===== config.mk =====
export PLATFORM = sky130hd
export DESIGN_NAME = cfi_probe_engine
export DESIGN_NICKNAME = d
export VERILOG_FILES = /design/src/rtl/cfi_probe_pkg.sv /design/src/rtl/cfi_param_decode.sv /design/src/rtl/cfi_region_decode.sv /design/src/rtl/cfi_probe_engine.sv
export SDC_FILE = /design/constraint.sdc
export NUM_CORES = 1
export LEC_CHECK = 0
export CAP_MARGIN = 20
export CORE_AREA = 5 5 249 251
export DETAILED_ROUTE_END_ITERATION = 7
export DIE_AREA = 0 0 254 256
export GPL_TIMING_DRIVEN = 0
export PLACE_DENSITY = 0.65
export SYNTH_ARGS = -nofsm -noshare
export SYNTH_HDL_FRONTEND = slang
export SYNTH_SLANG_ARGS = --single-unit

===== constraint.sdc =====
create_clock -name clk -period 6.5 [get_ports clk]
set_input_delay 1.625 -clock clk [delete_from_list [all_inputs] [get_ports clk]]
set_output_delay 1.625 -clock clk [all_outputs]
set_load 0.1 [all_outputs]

===== src/rtl/cfi_probe_pkg.sv =====
package cfi_probe_pkg;

    typedef enum logic [2:0] {
        ST_IDLE,
        ST_CMD,
        ST_SIG,
        ST_PARM,
        ST_REG,
        ST_EXIT,
        ST_FIN
    } probe_st_e;

    localparam logic [7:0] WO_QUERY  = 8'h55;
    localparam logic [7:0] WO_SIG    = 8'h10;
    localparam logic [7:0] WO_PARM   = 8'h1B;
    localparam logic [7:0] WO_REGION = 8'h2D;
    localparam logic [7:0] CMD_QUERY = 8'h98;
    localparam logic [7:0] CMD_ARRAY = 8'hFF;
    localparam int N_PARM   = 18;
    localparam int IX_COUNT = 17;
    localparam int N_KEEP   = 15;

    function automatic logic [31:0] mirror_byte(input logic [7:0] b);
        return {8'h00, b, 8'h00, b};
    endfunction

    function automatic logic [31:0] sig_word(input logic [1:0] k);
        case (k)
            2'd0:    return mirror_byte(8'h51);
            2'd1:    return mirror_byte(8'h52);
            default: return mirror_byte(8'h59);
        endcase
    endfunction

endpackage


===== src/rtl/cfi_param_decode.sv =====
module cfi_param_decode #(
    parameter int TMO_W = 32
) (
    input  logic [8*15-1:0]    raw,
    output logic [63:0]        volt_mv,
    output logic [4*TMO_W-1:0] typ_tmo,
    output logic [4*TMO_W-1:0] max_tmo,
    output logic [TMO_W-1:0]   dev_size,
    output logic [TMO_W-1:0]   wbuf_size
);

    function automatic logic [TMO_W-1:0] pow2_sat(input logic [16:0] e);
        if (e >= 17'(TMO_W))
            return '1;
        return TMO_W'(1) << e;
    endfunction

    for (genvar i = 0; i < 4; i++) begin : g_field
        logic [7:0] v_b, t_b, m_b;
        assign v_b = raw[8*i +: 8];
        assign t_b = raw[8*(4+i) +: 8];
        assign m_b = raw[8*(8+i) +: 8];
        assign volt_mv[16*i +: 16] = 16'(v_b[7:4]) * 16'd1000 + 16'(v_b[3:0]) * 16'd100;
        assign typ_tmo[TMO_W*i +: TMO_W] = (t_b == 8'd0) ? '0 : pow2_sat(17'(t_b));
        assign max_tmo[TMO_W*i +: TMO_W] = (t_b == 8'd0 || m_b == 8'd0) ? '0
                                         : pow2_sat(17'(t_b) + 17'(m_b));
    end

    assign dev_size  = pow2_sat(17'(raw[8*12 +: 8]));
    assign wbuf_size = pow2_sat(17'({raw[8*14 +: 8], raw[8*13 +: 8]}));

endmodule


===== src/rtl/cfi_region_decode.sv =====
module cfi_region_decode (
    input  logic [31:0] desc,
    input  logic        valid,
    output logic [16:0] blocks,
    output logic [23:0] block_bytes
);

    logic [15:0] cnt_f, size_f;

    assign cnt_f  = desc[15:0];
    assign size_f = desc[31:16];

    always_comb begin
        if (!valid) begin
            blocks      = '0;
            block_bytes = '0;
        end else begin
            blocks      = {1'b0, cnt_f} + 17'd1;
            block_bytes = (size_f == 16'd0) ? 24'd128 : {size_f, 8'h00};
        end
    end

endmodule


===== src/rtl/cfi_probe_engine.sv =====
module cfi_probe_engine
    import cfi_probe_pkg::*;
#(
    parameter int MAX_REG = 4,
    parameter int TMO_W   = 32,
    localparam int CNT_W  = $clog2(MAX_REG + 1)
) (
    input  logic                  clk,
    input  logic                  rst_n,
    input  logic                  start,
    output logic                  bus_req,
    output logic                  bus_we,
    output logic [31:0]           bus_addr,
    output logic [31:0]           bus_wdata,
    input  logic                  bus_ack,
    input  logic [31:0]           bus_rdata,
    output logic                  busy,
    output logic                  done,
    output logic                  no_device,
    output logic                  region_clamped,
    output logic [CNT_W-1:0]      region_count,
    output logic [63:0]           volt_mv,
    output logic [4*TMO_W-1:0]    typ_tmo,
    output logic [4*TMO_W-1:0]    max_tmo,
    output logic [TMO_W-1:0]      dev_size,
    output logic [TMO_W-1:0]      wbuf_size,
    output logic [17*MAX_REG-1:0] region_blocks,
    output logic [24*MAX_REG-1:0] region_bytes
);

    localparam int IDX_MAX = (4 * MAX_REG > N_PARM) ? 4 * MAX_REG : N_PARM;
    localparam int IDX_W   = $clog2(IDX_MAX) + 1;

    typedef struct packed {
        probe_st_e              st;
        logic [IDX_W-1:0]       idx;
        logic [8*N_KEEP-1:0]    raw;
        logic [32*MAX_REG-1:0]  rg;
        logic [CNT_W-1:0]       cnt;
        logic                   nodev;
        logic                   clamp;
    } probe_s;

    probe_s q, n;

    logic [7:0]       word;
    logic [7:0]       rbyte;
    logic [IDX_W-1:0] pos;
    logic [IDX_W-1:0] reg_last;
    logic             keep;

    assign rbyte    = bus_rdata[7:0];
    assign keep     = (q.idx != IDX_W'(13)) && (q.idx != IDX_W'(14)) && (q.idx != IDX_W'(IX_COUNT));
    assign pos      = (q.idx < IDX_W'(13)) ? q.idx : q.idx - IDX_W'(2);
    assign reg_last = IDX_W'({q.cnt, 2'b00}) - IDX_W'(1);

    always_comb begin
        n = q;
        case (q.st)
            ST_IDLE: if (start) begin
                n.st    = ST_CMD;
                n.idx   = '0;
                n.raw   = '0;
                n.rg    = '0;
                n.cnt   = '0;
                n.nodev = 1'b0;
                n.clamp = 1'b0;
            end
            ST_CMD: if (bus_ack) n.st = ST_SIG;
            ST_SIG: if (bus_ack) begin
                if (bus_rdata != sig_word(q.idx[1:0])) begin
                    n.nodev = 1'b1;
                    n.st    = ST_FIN;
                end else if (q.idx == IDX_W'(2)) begin
                    n.st  = ST_PARM;
                    n.idx = '0;
                end else begin
                    n.idx = q.idx + IDX_W'(1);
                end
            end
            ST_PARM: if (bus_ack) begin
                if (keep) n.raw[8*pos +: 8] = rbyte;
                if (q.idx == IDX_W'(IX_COUNT)) begin
                    n.idx = '0;
                    if (rbyte > 8'(MAX_REG)) begin
                        n.cnt   = CNT_W'(MAX_REG);
                        n.clamp = 1'b1;
                    end else begin
                        n.cnt = CNT_W'(rbyte);
                    end
                    n.st = (rbyte == 8'd0) ? ST_EXIT : ST_REG;
                end else begin
                    n.idx = q.idx + IDX_W'(1);
                end
            end
            ST_REG: if (bus_ack) begin
                n.rg[8*q.idx +: 8] = rbyte;
                if (q.idx == reg_last) n.st = ST_EXIT;
                else                   n.idx = q.idx + IDX_W'(1);
            end
            ST_EXIT: if (bus_ack) n.st = ST_FIN;
            default: n.st = ST_IDLE;
        endcase
    end

    always_ff @(posedge clk) begin
        if (!rst_n) begin
            q <= '{st: ST_IDLE, default: '0};
        end else begin
            q <= n;
        end
    end

    always_comb begin
        case (q.st)
            ST_CMD:  word = WO_QUERY;
            ST_SIG:  word = WO_SIG + 8'(q.idx);
            ST_PARM: word = WO_PARM + 8'(q.idx);
            ST_REG:  word = WO_REGION + 8'(q.idx);
            default: word = 8'h00;
        endcase
    end

    assign bus_req   = (q.st == ST_CMD) || (q.st == ST_SIG) || (q.st == ST_PARM)
                    || (q.st == ST_REG) || (q.st == ST_EXIT);
    assign bus_we    = (q.st == ST_CMD) || (q.st == ST_EXIT);
    assign bus_addr  = {22'd0, word, 2'b00};
    assign bus_wdata = (q.st == ST_CMD)  ? mirror_byte(CMD_QUERY)
                     : (q.st == ST_EXIT) ? mirror_byte(CMD_ARRAY) : 32'd0;

    assign busy           = (q.st != ST_IDLE);
    assign done           = (q.st == ST_FIN);
    assign no_device      = q.nodev;
    assign region_clamped = q.clamp;
    assign region_count   = q.cnt;

    cfi_param_decode #(.TMO_W(TMO_W)) u_param (
        .raw       (q.raw),
        .volt_mv   (volt_mv),
        .typ_tmo   (typ_tmo),
        .max_tmo   (max_tmo),
        .dev_size  (dev_size),
        .wbuf_size (wbuf_size)
    );

    for (genvar i = 0; i < MAX_REG; i++) begin : g_region
        cfi_region_decode u_region (
            .desc        (q.rg[32*i +: 32]),
            .valid       (CNT_W'(i) < q.cnt),
            .blocks      (region_blocks[17*i +: 17]),
            .block_bytes (region_bytes[24*i +: 24])
        );
    end

    AST_ADDR_ALIGN: assert property (@(posedge clk) disable iff (!rst_n)
        bus_req |-> bus_addr[1:0] == 2'b00);
    AST_CMD_MIRROR: assert property (@(posedge clk) disable iff (!rst_n)
        bus_req && bus_we |-> bus_wdata[31:16] == bus_wdata[15:0]);
    AST_NODEV_QUIET: assert property (@(posedge clk) disable iff (!rst_n)
        $rose(no_device) |-> done && !bus_req);
    AST_DONE_PULSE: assert property (@(posedge clk) disable iff (!rst_n)
        done |=> !done);
    AST_CLAMP_FULL: assert property (@(posedge clk) disable iff (!rst_n)
        region_clamped |-> region_count == CNT_W'(MAX_REG));
    AST_REQ_HOLD: assert property (@(posedge clk) disable iff (!rst_n)
        bus_req && !bus_ack |=> bus_req && $stable(bus_addr) && $stable(bus_we)
                               && $stable(bus_wdata));
    AST_BUSY_START: assert property (@(posedge clk) disable iff (!rst_n)
        busy && !done && start |=> busy);

endmodule


==> reports/results.ini, run 1 <==
[worst_setup_path]
ff2ff_path_depth=16
r2r_start=q[253]
reg2reg_setup_slack_ns=1.03
cp_max_fo=7
r2r-end=q[206]
worstPathRequired_ns=4.88
crit_path_end_kind=output pin
worstPathArrival_ns=4.70
critPathKind=reg -> out
cp-start-kind=flop

[sta]
drv_slew=0
rsz0062_at_grt=no
worstMarginPinSlew_ns=1.19
fin_crit_ns=6.33
fin_crit_sh_pct=97.3
setup_viol=0
slew_headroom_pct=20.7
setup_slack_ns=0.174
fin_skew_ns=0.0115
holdWs_ns=0.466
fmax_ghz=0.158
tns_ns=0
hold_viol_final=0

[pwr]
leakage_nw=12.4
powerDensity_nw_per_um2=172
ir_worst_vdd_mv=0.238

[clocking]
clock_path_buffers=3
cts_setup_buffers=0
clkSinkCount=262
clk_pin_slew_ns=0.06
cts_tree=done
h-tree-depth=1
numCtsBuffers=31
root_buffer=clkbuf_16
clock_latency_ns=0.58

[placed_design]
post-place-ws_ns=-0.121
dp_hpwl_um=70500
place_congestion=0.910
numPortBuffers=569

[logic_synthesis]
syn_inst=3017
synth-edff-count=0
synth_area_sq_um=23200
synthTopCellsByCount=nor2_1 (307), dfxtp_1 (262), nand2_1 (228)
ys_types=96
ys_ff_latch=262
synth.area.top_cells=dfxtp_1 (23%), ha_1 (9.8%), nor2_1 (5.0%), o21ai_0 (4.9%), nor2b_1 (4.1%)
avgSynthCellArea_sq_um=7.69
yosys.area.top_type_share_pct=22.6
ys_seq_area_share_pct=22.6
synth-main-ff-cell=dfxtp_1
async_reset_ff_share_pct=0
synth.most_common_cell=nor2_1
yosysWarnings=0
synth_largest_area_cell=dfxtp_1

[die]
rows=90
core-area_sq_um=59700
initial_core_util_pct=38.9
die_w_um=254
pin_count=657
fp.dieArea_sq_um=65000
die-height_um=256

[route]
wl_um=88600
initialDrtViolationCount=1904
vias_per_cell=5.45
vias=24600
antenna_left=0
drc=0
detail_route.wl_per_cell_um=19.7
firstDrtPassIters=8

[job]
drv_cap=0

[hold_path]
whs_endpoint=q[249]
whs_path_depth=1
min_path_type=reg -> reg
min-delay-start=q[249]

[global_route]
antenna_found_initial=4
grt_max_degree=16
grt_pass1_vias=23300
grt_usage_pct=25.4
grt_overflow_total=0
grt_pass1_wl_um=135000

[finish]
finalNetCount=3957
area_growth_pct=34.8
drive_gt1_share_pct=7.18

[outcome]
status=complete, no violations

==> critical path, cell delays in order (launching register included) <==
cell and delay, ns:
dfxtp_1 0.42, fa_2 0.64, inv_1 0.07, fa_1 0.49
inv_1 0.04, ha_1 0.32, xnor2_1 0.23, ha_1 0.30
o21a_1 0.12, o31a_1 0.12, a21oi_1 0.15, clkdlybuf4s50_1 1.21
==> cells by family (layout without fill, tap and decap cells) <==
group                      count (synthesis)  count (layout)  share of synthesized area [%]
AOI/OAI and AO/OA                        841             841                           25.1
buffers and inverters                    409            1033                           8.37
adders and majority gates                222             222                           13.3
DFF                                      262             262                           22.6
and+or+nand+nor                         1138            1138                           25.1
other                                      1              82                         0.0162
xor gates and xnor gates                 135             135                           5.10
muxes                                      9               9                          0.410
==> worst max-delay path by stage <==
stage | from | to | slack, ns
CTS | q[146] | volt_mv[29] | 0.0005
finish | q[147] | volt_mv[24] | 0.17
global placement | q[138] | volt_mv[13] | -0.08
detailed placement | q[146] | volt_mv[29] | -0.12
global route | q[154] | volt_mv[43] | 0.02
floorplan | q[189] | max_tmo[124] | -0.26
==> sequential cells by signal, indices dropped and copies added (netlist names) <==
signal,count
no_device,1
q,257
region_clamped,1
region_count,3
==> stage by stage <==
step / power, mW / util (%) / instances / cell area [sq um]
after floorplan: 3.12 / - / 3097 / 23500
after global placement: 3.62 / 50.6 / 4448 / 30200
after detailed placement: 3.62 / 50.6 / 4448 / 30200
after CTS: 5.38 / 52.4 / 4503 / 31200
after global routing: 5.56 / 52.4 / 4504 / 31300
final: 5.38 / 52.4 / 4504 / 31300
==> where the power goes <==
part           internal [mW]  switching (mW)  total, mW
Combinational          0.419            1.54       1.96
Sequential              1.62          0.0216       1.64
Clock                   1.07           0.696       1.77
==> final cells by class <==
cell class | instances | area [sq um]
Tap cell | 782 | 978
Multi-Input combinational cell | 2426 | 16400
Clock buffer | 42 | 857
Buffer | 260 | 1380
Sequential cell | 262 | 5250
Inverter | 149 | 559
Clock inverter | 13 | 174
Antenna cell | 1 | 2.50
Timing Repair Buffer | 569 | 5680
Fill cell | 5808 | 28400
==> cells in the final DEF, fill, tap and decap left out, types with 19 or more instances in the layout <==
cell type and instances:
a32o_1 34, dfxtp_1 261, nand2b_1 45, xnor2_1 80, a21o_1 27, and3_1 44
a22oi_1 122, nand2_1 228, buf_4 107, fa_1 38, nand3_1 105, clkbuf_1 148
nor2b_1 153, clkbuf_16 31, nor2_1 307, clkdlybuf4s50_1 538, o21ai_0 222, ha_1 181
or3_1 19, o41ai_1 37, xor2_1 54, o31ai_1 20, nor4_1 38, conb_1 81
a22o_1 35, o2bb2ai_1 56, inv_1 145, and2_1 25, a21oi_1 148, nor3_1 53
==> routing by layer <==
| metal | up-vias | GRT usage [%] | routed length (um) |
|---|---|---|---|
| met4 | 6 | 6.47 | 2510 |
| met3 | 170 | 4.32 | 5900 |
| met5 | - | 0 | 43 |
| li1 | 12000 | - | - |
| met2 | 862 | 43.4 | 41800 |
| met1 | 11500 | 33.4 | 38300 |
==> repair_timing <==
item,in CTS,in global routing
endpoints found under the setup margin,24,31
hold buffers,0,0
endpoints found under the hold margin,0,0
gates resized for setup,66,54
Power figures use the tool's default switching activity.
==> run 2, diff against run 1 <==
clock period = 7 ns   (was 6.5 ns; I/O delays follow)
==> run 2 against run 1 <==
  * Final cell count hardly changed
  * First-iteration DRC count is 5.0% lower
  * Clock skew is 0.0056 ns higher
  * Combinational power is 7% lower
  * Wire length is 1.3% lower
  * Power is 9.3% lower
  * Design area is 0.45% lower
  * Worst setup slack better by 0.12 ns
  * Critical path depth is 2 higher
  * Via count is 0.33% lower
  * Die area stayed put
  * Non-clock buffer count is 2 higher
  * Critical endpoint is now volt_mv[26]
==> reports/results.ini, run 2 (synthesis results as in run 1) <==
[sta]
fmax_ghz=0.149
holdWs_ns=0.467  ; was 0.466 ns
setup_viol=0  ; unchanged
drv_slew=0  ; unchanged
rsz0062_at_grt=no  ; unchanged
fin_crit_sh_pct=95.8
hold_viol_final=0  ; unchanged
slew_headroom_pct=18.6  ; was 20.7%
tns_ns=0  ; unchanged
fin_skew_ns=0.0171  ; was 0.0115 ns
fin_crit_ns=6.71
worstMarginPinSlew_ns=1.22  ; was 1.19 ns

[clocking]
cts_setup_buffers=0  ; unchanged
clk_pin_slew_ns=0.06  ; about the same
numCtsBuffers=29  ; was 31
clock_latency_ns=0.56  ; was 0.58 ns
root_buffer=clkbuf_16  ; unchanged
cts_tree=done  ; unchanged
h-tree-depth=1  ; unchanged
clkSinkCount=262  ; unchanged
holdBufCountCts=0  ; unchanged
clock_path_buffers=3  ; unchanged

[global_route]
grt_overflow_total=0  ; unchanged
grt_max_degree=14  ; was 16
grt_usage_pct=25.1  ; was 25.4%
grt_pass1_wl_um=133000  ; was 135000 um
antenna_found_initial=4  ; unchanged
grt_pass1_vias=23000  ; was 23.3k

[worst_setup_path]
crit_chain=fa_1 -> inv_1 -> fa_1 -> inv_1 -> ha_1 -> xnor2_1 -> ha_1 -> o21a_1 -> o31a_1 -> o21a_1 -> nor2_1 -> xnor2_1 -> clkdlybuf4s50_1  ; was fa_2 -> inv_1 -> fa_1 -> inv_1 -> ha_1 -> xnor2_1 -> ha_1 -> o21a_1 -> o31a_1 -> a21oi_1 -> clkdlybuf4s50_1
crit_family=adder cells  ; unchanged
cpMaxStageDelayCell=clkdlybuf4s50_1  ; unchanged
cp_max_fo=8  ; was 7
cp-start-kind=flop  ; unchanged
worstPathArrival_ns=4.96  ; was 4.70 ns
critPathKind=reg -> out  ; unchanged
cpPeakStageDelay_ns=1.18  ; was 1.21 ns
crit_path_end_kind=output pin  ; unchanged
crit_buf_inv=3  ; unchanged
worstPathRequired_ns=5.25  ; was 4.88 ns

[job]
drv_cap=0  ; unchanged

[die]
pin_count=657  ; unchanged
core-area_sq_um=59700  ; unchanged
fp.dieArea_sq_um=65000  ; unchanged
die-height_um=256  ; unchanged
initial_core_util_pct=38.9  ; unchanged
die_w_um=254  ; unchanged
rows=90  ; unchanged

[placed_design]
numPortBuffers=569  ; unchanged
dp_hpwl_um=69400  ; was 70500 um
placed_area_sq_um=30200  ; about the same
dp.cells=4450  ; was 4448
place_congestion=0.913  ; was 0.910

[finish]
finalNetCount=3957  ; unchanged
final_cells=4502  ; was 4504
mostFrequentLayoutCell=clkdlybuf4s50_1  ; unchanged
largest_register=q  ; unchanged
largest_reg_flops=257  ; unchanged
drive_gt1_share_pct=6.72  ; was 7.18%
area_growth_pct=34.1  ; was 34.8%
fin_area_sq_um=31100  ; was 31300 sq um
mostFrequentLayoutCells=clkdlybuf4s50_1 (553), nor2_1 (307), dfxtp_1 (262)  ; was clkdlybuf4s50_1 (538), nor2_1 (307), dfxtp_1 (261)
n_fill_cell=5822  ; was 5808

[route]
vias=24500  ; was 24.6k
firstDrtPassIters=6  ; was 8
detail_route.wl_per_cell_um=19.4  ; was 19.7 um
vias_per_cell=5.44  ; was 5.45
wl_um=87400  ; was 88600 um
drc=0  ; unchanged
initialDrtViolationCount=1808  ; was 1904
antenna_left=0  ; unchanged

[pwr]
leakage_nw=12.2  ; was 12.4 nW
ir_worst_vdd_mv=0.214  ; was 0.238 mV
powerDensity_nw_per_um2=157  ; was 172 nW/um^2
totalPowerFinal_mw=4.88  ; was 5.38 mW

[outcome]
status=complete, no violations  ; unchanged

[hold_path]
min_path_type=reg -> reg  ; unchanged

-- run 2: cell types whose count changed in the layout (fill, tap and decap cells not counted), moves of 3 or more --
cell,previous run,this run
fa_2,3,0
o41ai_1,37,40
dlygate4sd2_1,4,1
clkdlybuf4s15_2,3,0
dlymetal6s2s_1,10,3
buf_2,16,10
clkdlybuf4s50_1,538,553
fa_1,38,41
clkbuf_2,2,11
o21ai_0,222,225
o41ai_2,3,0
buf_6,4,0
-- run 2: cell type report --
cell class              count  area, sq um  share of cell area, %
diodes                      1         2.50                0.00804
plain buffers             260         1380                   4.44
clock buffers              40          817                   2.63
clock inverters            11          119                  0.382
inverters                 149          559                   1.80
multi-input cells        2426        16300                   52.5
flip-flops and latches    262         5250                   16.9
well taps                 782          978                   3.14
repair buffers            571         5690                   18.3
-- run 2: path summary, 6_finish.rpt --
kind,start,to,slack (ns),cells past startpoint
hold reg to reg,q[250],q[250],0.47,1
hold / removal,q[250],q[250],0.47,1
setup / recovery,q[146],volt_mv[26],0.29,13
setup reg to reg,q[253],q[209],1.42,16
-- run 2: per-layer routing --
layer	up-vias	wire length, um	GRT usage [%]
met1	11400	37700	32.7
li1	12000	-	-
met3	196	5470	4.12
met5	-	41	0
met4	6	3410	8.65
met2	818	40800	41.9
-- run 2: power breakdown --
group	total [mW]	internal [mW]	switching (mW)
Combinational	1.83	0.390	1.44
Sequential	1.52	1.50	0.0205
Clock	1.53	0.886	0.641
-- run 2: worst reg2reg max path: cells and delay by family (launching register included) --
| family | cells | cell delay (ns) |
|---|---|---|
| AO/OA/AOI/OAI | 3 | 0.74 |
| AND/OR/NAND/NOR | 7 | 2.29 |
| flip-flops | 1 | 0.42 |
| adder cells (fa/ha/maj) | 2 | 0.68 |
| buffers and inverters | 4 | 1.37 |
-- run 2: timing repair --
action,in CTS,in global routing
endpoints found under the setup margin,13,15
gates resized for setup,17,27
gates cloned,0,0
pin swaps,0,0
-- run 2: per-stage QoR --
step / worst slack (ns) / util, %
after floorplan: 0.112 / -
after global placement: 0.289 / 50.6
after detailed placement: 0.286 / 50.7
after CTS: 0.0291 / 52.2
after global routing: 0.00681 / 52.1
final: 0.294 / 52.1
